==> src/rtl/flash_dma_fetch.sv <==
module flash_dma_fetch #(
  parameter int AW         = 32,
  parameter int BEAT_BYTES = 8,
  parameter int SIZE_W     = 12
) (
  input  logic                    clk,
  input  logic                    rst_n,
  input  logic                    base_we,
  input  logic [AW-1:0]           base_wdata,
  input  logic                    start,
  input  logic                    start_tx,
  output logic                    busy,
  output logic                    mem_req,
  output logic                    mem_we,
  output logic [AW-1:0]           mem_addr,
  output logic [BEAT_BYTES*8-1:0] mem_wdata,
  output logic [BEAT_BYTES-1:0]   mem_be,
  input  logic                    mem_ack,
  input  logic [BEAT_BYTES*8-1:0] mem_rdata,
  output logic                    tx_valid,
  output logic [BEAT_BYTES*8-1:0] tx_data,
  output logic [BEAT_BYTES-1:0]   tx_be,
  input  logic                    tx_ready,
  input  logic                    rx_valid,
  input  logic [BEAT_BYTES*8-1:0] rx_data,
  output logic                    rx_ready,
  output logic                    evt_tx_done,
  output logic                    evt_rx_done,
  output logic                    evt_no_desc
);
  localparam int DW     = BEAT_BYTES * 8;
  localparam int OFF_W  = $clog2(BEAT_BYTES);
  localparam int BEAT_W = SIZE_W - OFF_W + 1;

  typedef enum logic [3:0] {
    S_IDLE, S_STAT, S_SIZE, S_PTR, S_MRD, S_TXO, S_RXI, S_MWR, S_WB
  } state_t;

  state_t              state;
  logic [AW-1:0]       base_q, ptr_q;
  logic [31:0]         stat_q;
  logic [SIZE_W-1:0]   size_q;
  logic [BEAT_W-1:0]   beat_q;
  logic                dir_tx_q;
  logic [DW-1:0]       buf_q;

  logic [OFF_W-1:0]      tail;
  logic [BEAT_W-1:0]     nbeats;
  logic                  last_beat;
  logic [BEAT_BYTES-1:0] beat_mask;
  logic [AW-1:0]         beat_addr;
  logic                  desc_ok;

  assign tail      = size_q[OFF_W-1:0];
  assign nbeats    = BEAT_W'(size_q[SIZE_W-1:OFF_W]) + BEAT_W'(|tail);
  assign last_beat = (beat_q + BEAT_W'(1)) == nbeats;
  assign beat_mask = (last_beat && tail != '0) ? ~({BEAT_BYTES{1'b1}} << tail)
                                               : {BEAT_BYTES{1'b1}};
  assign beat_addr = ptr_q + (AW'(beat_q) << OFF_W);
  assign desc_ok   = mem_rdata[31] && mem_rdata[3] && mem_rdata[2];

  assign busy     = state != S_IDLE;
  assign mem_req  = state inside {S_STAT, S_SIZE, S_PTR, S_MRD, S_MWR, S_WB};
  assign mem_we   = state inside {S_MWR, S_WB};
  assign tx_valid = state == S_TXO;
  assign rx_ready = state == S_RXI;
  assign tx_data  = buf_q;
  assign tx_be    = beat_mask;

  always_comb begin
    unique case (state)
      S_STAT:       mem_addr = base_q;
      S_SIZE:       mem_addr = base_q + AW'(4);
      S_PTR:        mem_addr = base_q + AW'(8);
      S_MRD, S_MWR: mem_addr = beat_addr;
      default:      mem_addr = base_q;
    endcase
  end

  assign mem_wdata = (state == S_WB) ? {{(DW-32){1'b0}}, stat_q & 32'h7FFF_FFFF} : buf_q;
  assign mem_be    = (state == S_WB) ? {{(BEAT_BYTES-4){1'b0}}, 4'hF} : beat_mask;

  always_ff @(posedge clk or negedge rst_n) begin
    if (!rst_n) begin
      state       <= S_IDLE;
      base_q      <= '0;
      ptr_q       <= '0;
      stat_q      <= '0;
      size_q      <= '0;
      beat_q      <= '0;
      dir_tx_q    <= 1'b0;
      buf_q       <= '0;
      evt_tx_done <= 1'b0;
      evt_rx_done <= 1'b0;
      evt_no_desc <= 1'b0;
    end else begin
      evt_tx_done <= 1'b0;
      evt_rx_done <= 1'b0;
      evt_no_desc <= 1'b0;
      if (base_we) base_q <= base_wdata;
      unique case (state)
        S_IDLE: if (start) begin
          dir_tx_q <= start_tx;
          state    <= S_STAT;
        end
        S_STAT: if (mem_ack) begin
          stat_q <= mem_rdata[31:0];
          if (desc_ok) state <= S_SIZE;
          else begin
            evt_no_desc <= 1'b1;
            state       <= S_IDLE;
          end
        end
        S_SIZE: if (mem_ack) begin
          size_q <= mem_rdata[SIZE_W-1:0];
          state  <= S_PTR;
        end
        S_PTR: if (mem_ack) begin
          ptr_q  <= mem_rdata[AW-1:0];
          beat_q <= '0;
          if (nbeats == '0) state <= S_WB;
          else              state <= dir_tx_q ? S_MRD : S_RXI;
        end
        S_MRD: if (mem_ack) begin
          buf_q <= mem_rdata;
          state <= S_TXO;
        end
        S_TXO: if (tx_ready) begin
          if (last_beat) state <= S_WB;
          else begin
            beat_q <= beat_q + BEAT_W'(1);
            state  <= S_MRD;
          end
        end
        S_RXI: if (rx_valid) begin
          buf_q <= rx_data;
          state <= S_MWR;
        end
        S_MWR: if (mem_ack) begin
          if (last_beat) state <= S_WB;
          else begin
            beat_q <= beat_q + BEAT_W'(1);
            state  <= S_RXI;
          end
        end
        S_WB: if (mem_ack) begin
          if (dir_tx_q) evt_tx_done <= 1'b1;
          else          evt_rx_done <= 1'b1;
          state <= S_IDLE;
        end
        default: state <= S_IDLE;
      endcase
    end
  end

  a_r11_mem_hold: assert property (@(posedge clk) disable iff (!rst_n)
    mem_req && !mem_ack |=> mem_req && $stable(mem_addr) && $stable(mem_we));

  a_r11_tx_hold: assert property (@(posedge clk) disable iff (!rst_n)
    tx_valid && !tx_ready |=> tx_valid && $stable(tx_data));

  a_r10_evt_onehot: assert property (@(posedge clk) disable iff (!rst_n)
    $onehot0({evt_tx_done, evt_rx_done, evt_no_desc}));

  a_r10_evt_idle: assert property (@(posedge clk) disable iff (!rst_n)
    (evt_tx_done || evt_rx_done || evt_no_desc) |-> !busy);

  a_r8_low_lane: assert property (@(posedge clk) disable iff (!rst_n)
    tx_valid |-> tx_be[0]);
endmodule

==> config.mk <==
export PLATFORM = sky130hd
export DESIGN_NAME = flash_dma_fetch
export DESIGN_NICKNAME = d
export VERILOG_FILES = /design/src/rtl/flash_dma_fetch.sv
export SDC_FILE = /design/constraint.sdc
export NUM_CORES = 1
export LEC_CHECK = 0
export BUFFER_PORTS_ARGS = -buffer_cell sky130_fd_sc_hd__buf_4
export CORE_AREA = 2 2 148 150
export CTS_BUF_LIST = sky130_fd_sc_hd__clkbuf_16
export CTS_CLUSTER_DIAMETER = 200
export DETAILED_ROUTE_END_ITERATION = 16
export DIE_AREA = 0 0 150 152
export PLACE_DENSITY = 0.81
export SLEW_MARGIN = 25
export SYNTH_ARGS = -nofsm -noshare
export SYNTH_HDL_FRONTEND = slang
export SYNTH_SLANG_ARGS = --single-unit
==> constraint.sdc <==
create_clock -name clk -period 3.3 [get_ports clk]
set_input_delay 0 -clock clk [delete_from_list [all_inputs] [get_ports clk]]
set_output_delay 0 -clock clk [all_outputs]
set_load 0.1 [all_outputs]
==> out/metrics.csv <==
stage,metric,value,unit
sta,slew_headroom,43.9,%
finish,instances_no_fill,1934,
clock_tree,cts_tree,built,
sta,fin_crit,3400,ps
setup_path,critPathLaunch,size_q[1]$_DFFE_PN0P_,
finish,final_cell_mix,"buf_4 (362), dfrtp_1 (189), dlygate4sd3_1 (166), nand2_1 (156), mux2_2 (113)",
clock_tree,htreeDepth,4,
setup_path,crit_chain,"or3_4, ha_4, ha_4, xor2_1, nor2_1, nand4_1, a211oi_2, nand4_2, nor2b_4, inv_2, or3_4, nand2b_4, buf_12",
die,die_h,152,um
route,routedWlPerCell,21.0,um
sta,finalCritPeriodShare,103,%
route,vias,11176,
global_routing,grt_pass1_wl,63200,um
finish,drive_above_1_share,35.0,%
setup_path,r2r_cells,14,
yosys,synth_edf_count,0,
route,firstDrtPassIters,7,
route,ant_nets,0,
global_routing,grt_overflow,0,
sta,final_max_slew_viol_count,0,
setup_path,slowest_delay,420,ps
clock_tree,clock_path_buffers,2,
setup_path,setup.worst_path.end,mem_be[1],
setup_path,cp.depth,13,
placed_design,port_buffers,349,
sta,setup_violations,3,
die,core_area,21400,um2
global_routing,grt_pass1_vias,11431,
route,drc,0,
route,vias_per_cell,5.78,
placed_design,placed_cells,1727,
setup_path,ff2ff_setup_slack,150,ps
setup_path,path_buf_inv,2,
finish,area_growth,52.7,%
setup_path,critPathSlowestCell,or3_4,
setup_path,timing.rr.end,beat_q[6]$_DFFE_PN0P_,
die,die_w,150,um
placed_design,place.gp.congestion,0.933,
global_routing,grt_antenna_before_repair,1,
finish,final_nets,1824,
setup_path,worst-path-max-fanout,4,
setup_path,cp.arrival,3400,ps
yosys,synth_cells,1136,
sta,finalWorstSetupSlack,-103,ps
sta,tns,-194,ps
run_status,violations,negative setup slack,
clock_tree,cts_buffers,17,
route,drt_wl_total,40700,um
die,initial_core_util,50.8,%
clock_tree,clkLatencyLatePin,440,ps
flow_run,drv_cap,0,
sta,worstMarginPinSlew,841,ps
die,die_area,22800,um2
clock_tree,cts.sinks,189,
sta,fmax,294,MHz
die,io_pins,352,
sta,fin_skew,19.6,ps
yosys,synth_area,10800,um2
sta,finalHoldViolations,0,
setup_path,regToRegStartpoint,size_q[1]$_DFFE_PN0P_,
yosys,yosysSeqAreaShare,43.6,%
global_routing,track_usage,35.4,%
setup_path,cp-start-kind,flip-flop,
yosys,yosys_register_bits,189,
yosys,synth_cell_types,66,
die,fp-row-count,54,
clock_tree,clk_pin_slew,90,ps
yosys,synthArstFlopShare,100,%
sta,rsz0062_at_grt,true,
setup_path,cp_top_family,simple AND/OR/NAND/NOR gates,
global_routing,grt_max_degree,129,
setup_path,critPathKind,reg -> out,
yosys,synth.avg_cell_area,9.55,um2
route,drt_iter0_drc,934,
yosys,ys.flop_type,dfrtp_1,
clock_tree,root_buffer,clkbuf_16,
placed_design,dp_hpwl,26400,um
finish,final_common_cell,buf_4,
setup_path,end_kind,primary output,
run_status,outcome,finished with violations,
min_path,hold_path_startpoint,base_we,
yosys,yosys_warnings,0,
setup_path,required,3300,ps
min_path,hold_path.class,in -> reg,
[per-stage QoR]
stage                     util [%]  area [um2]  worst slack (ps)  hold WS, ps
after floorplan                  -       11100              -381         -296
after detailed placement      65.6       14000               343          150
after CTS                     76.7       16400             -50.1         94.9
final                         77.6       16600              -103          106
after global placement        65.6       14000               399          155
after global routing          77.6       16600              -217          112
[logic make-up (layout without fill, tap and decap cells)]
group / after synthesis / count (layout) / share of synthesized area (%)
simple gates: 431 / 431 / 18.6
compound gates: 194 / 194 / 10.9
flops: 189 / 189 / 43.6
mux: 178 / 178 / 17.7
buf+inv: 76 / 592 / 2.77
xor+xnor: 51 / 51 / 4.50
fa+ha+maj: 16 / 16 / 1.92
other cells: 1 / 3 / 0.0346
[state kept, by name, indices dropped and copies added (netlist names), 4 cells and up]
signal / cells
tx_data: 64
base_q: 32
ptr_q: 32
stat_q: 31
size_q: 12
beat_q: 10
state: 4
[worst reg2reg max path: cells and delay by family, from the launching register on]
family / cells / cell delay [ps]
AO/OA/AOI/OAI: 4 / 840
AND/OR/NAND/NOR: 4 / 860
flip-flops: 1 / 380
XOR/XNOR: 1 / 150
buffers and inverters: 3 / 460
adder cells (fa/ha/maj): 2 / 420
[layer usage]
metal	GRT usage (%)	routed length, um	up-vias	share of wire, %
met5	0	0	-	0
met4	15.4	1810	0	4.4
met3	7.03	2870	130	7.0
met2	58.5	20000	582	49
met1	44.9	16000	5449	39
li1	-	-	5015	-
[synthesized netlist by cell type, drive strengths merged, types with 2 or more instances]
cell,n,area [um2]
o311ai,3,33.8
and2,35,219
o22ai,6,37.5
o21a,3,22.5
nor2b,3,26.3
a211o,2,17.5
nor2,108,405
o21bai,6,45.0
xor2,24,210
nand2,156,586
nand4,15,100
ha,15,188
mux2i,65,651
mux2,113,1270
o211ai,7,52.6
or3,7,48.8
a31o,3,26.3
buf,21,93.8
a221o,2,20.0
o41ai,2,17.5
nand2b,8,57.6
a22oi,3,22.5
o221ai,8,70.1
a21o,4,30.0
or4,2,15.0
nor3b,2,15.0
xnor3,3,67.6
a21oi,85,425
o21ai,43,215
and4,6,52.6
and3,14,87.6
xnor2,24,210
clkbuf,44,165
dfrtp,189,4730
nand3,51,260
a21boi,2,18.8
nand3b,3,22.5
inv,11,41.3
nor3,14,70.1
nor4,4,25.0
a31oi,6,37.5
o31ai,2,20.0
[how the worst min path moves through the flow]
stage	end	slack, ps	cells after the start
finish	base_q[29]$_DFFE_PN0P_	110	2
CTS	base_q[23]$_DFFE_PN0P_	90	2
global placement	tx_data[36]$_DFFE_PN0P_	160	1
detailed placement	tx_data[16]$_DFFE_PN0P_	150	1
global route	base_q[29]$_DFFE_PN0P_	110	2
floorplan	base_q[0]$_DFFE_PN0P_	-300	0
[final cells by class]
| class | count | area [um2] |
|---|---|---|
| multi-input combinational | 872 | 6090 |
| fill | 1357 | 4790 |
| sequential | 189 | 4730 |
| timing repair buffer | 549 | 4700 |
| clock buffer | 17 | 425 |
| tap | 280 | 350 |
| clock inverter | 15 | 224 |
| inverter | 11 | 41.3 |
| antenna | 1 | 2.50 |
[what timing repair did]
item | CTS | global route
setup buffers | 4 | 4
pin swaps | 3 | 4
resized for setup | 7 | 36
setup endpoints to repair | 5 | 25
hold buffers | 166 | 0
endpoints found under the hold margin | 275 | 0
Power is not shown: default switching activity piles up to over one toggle a cycle in this logic, so the estimate is an artifact.
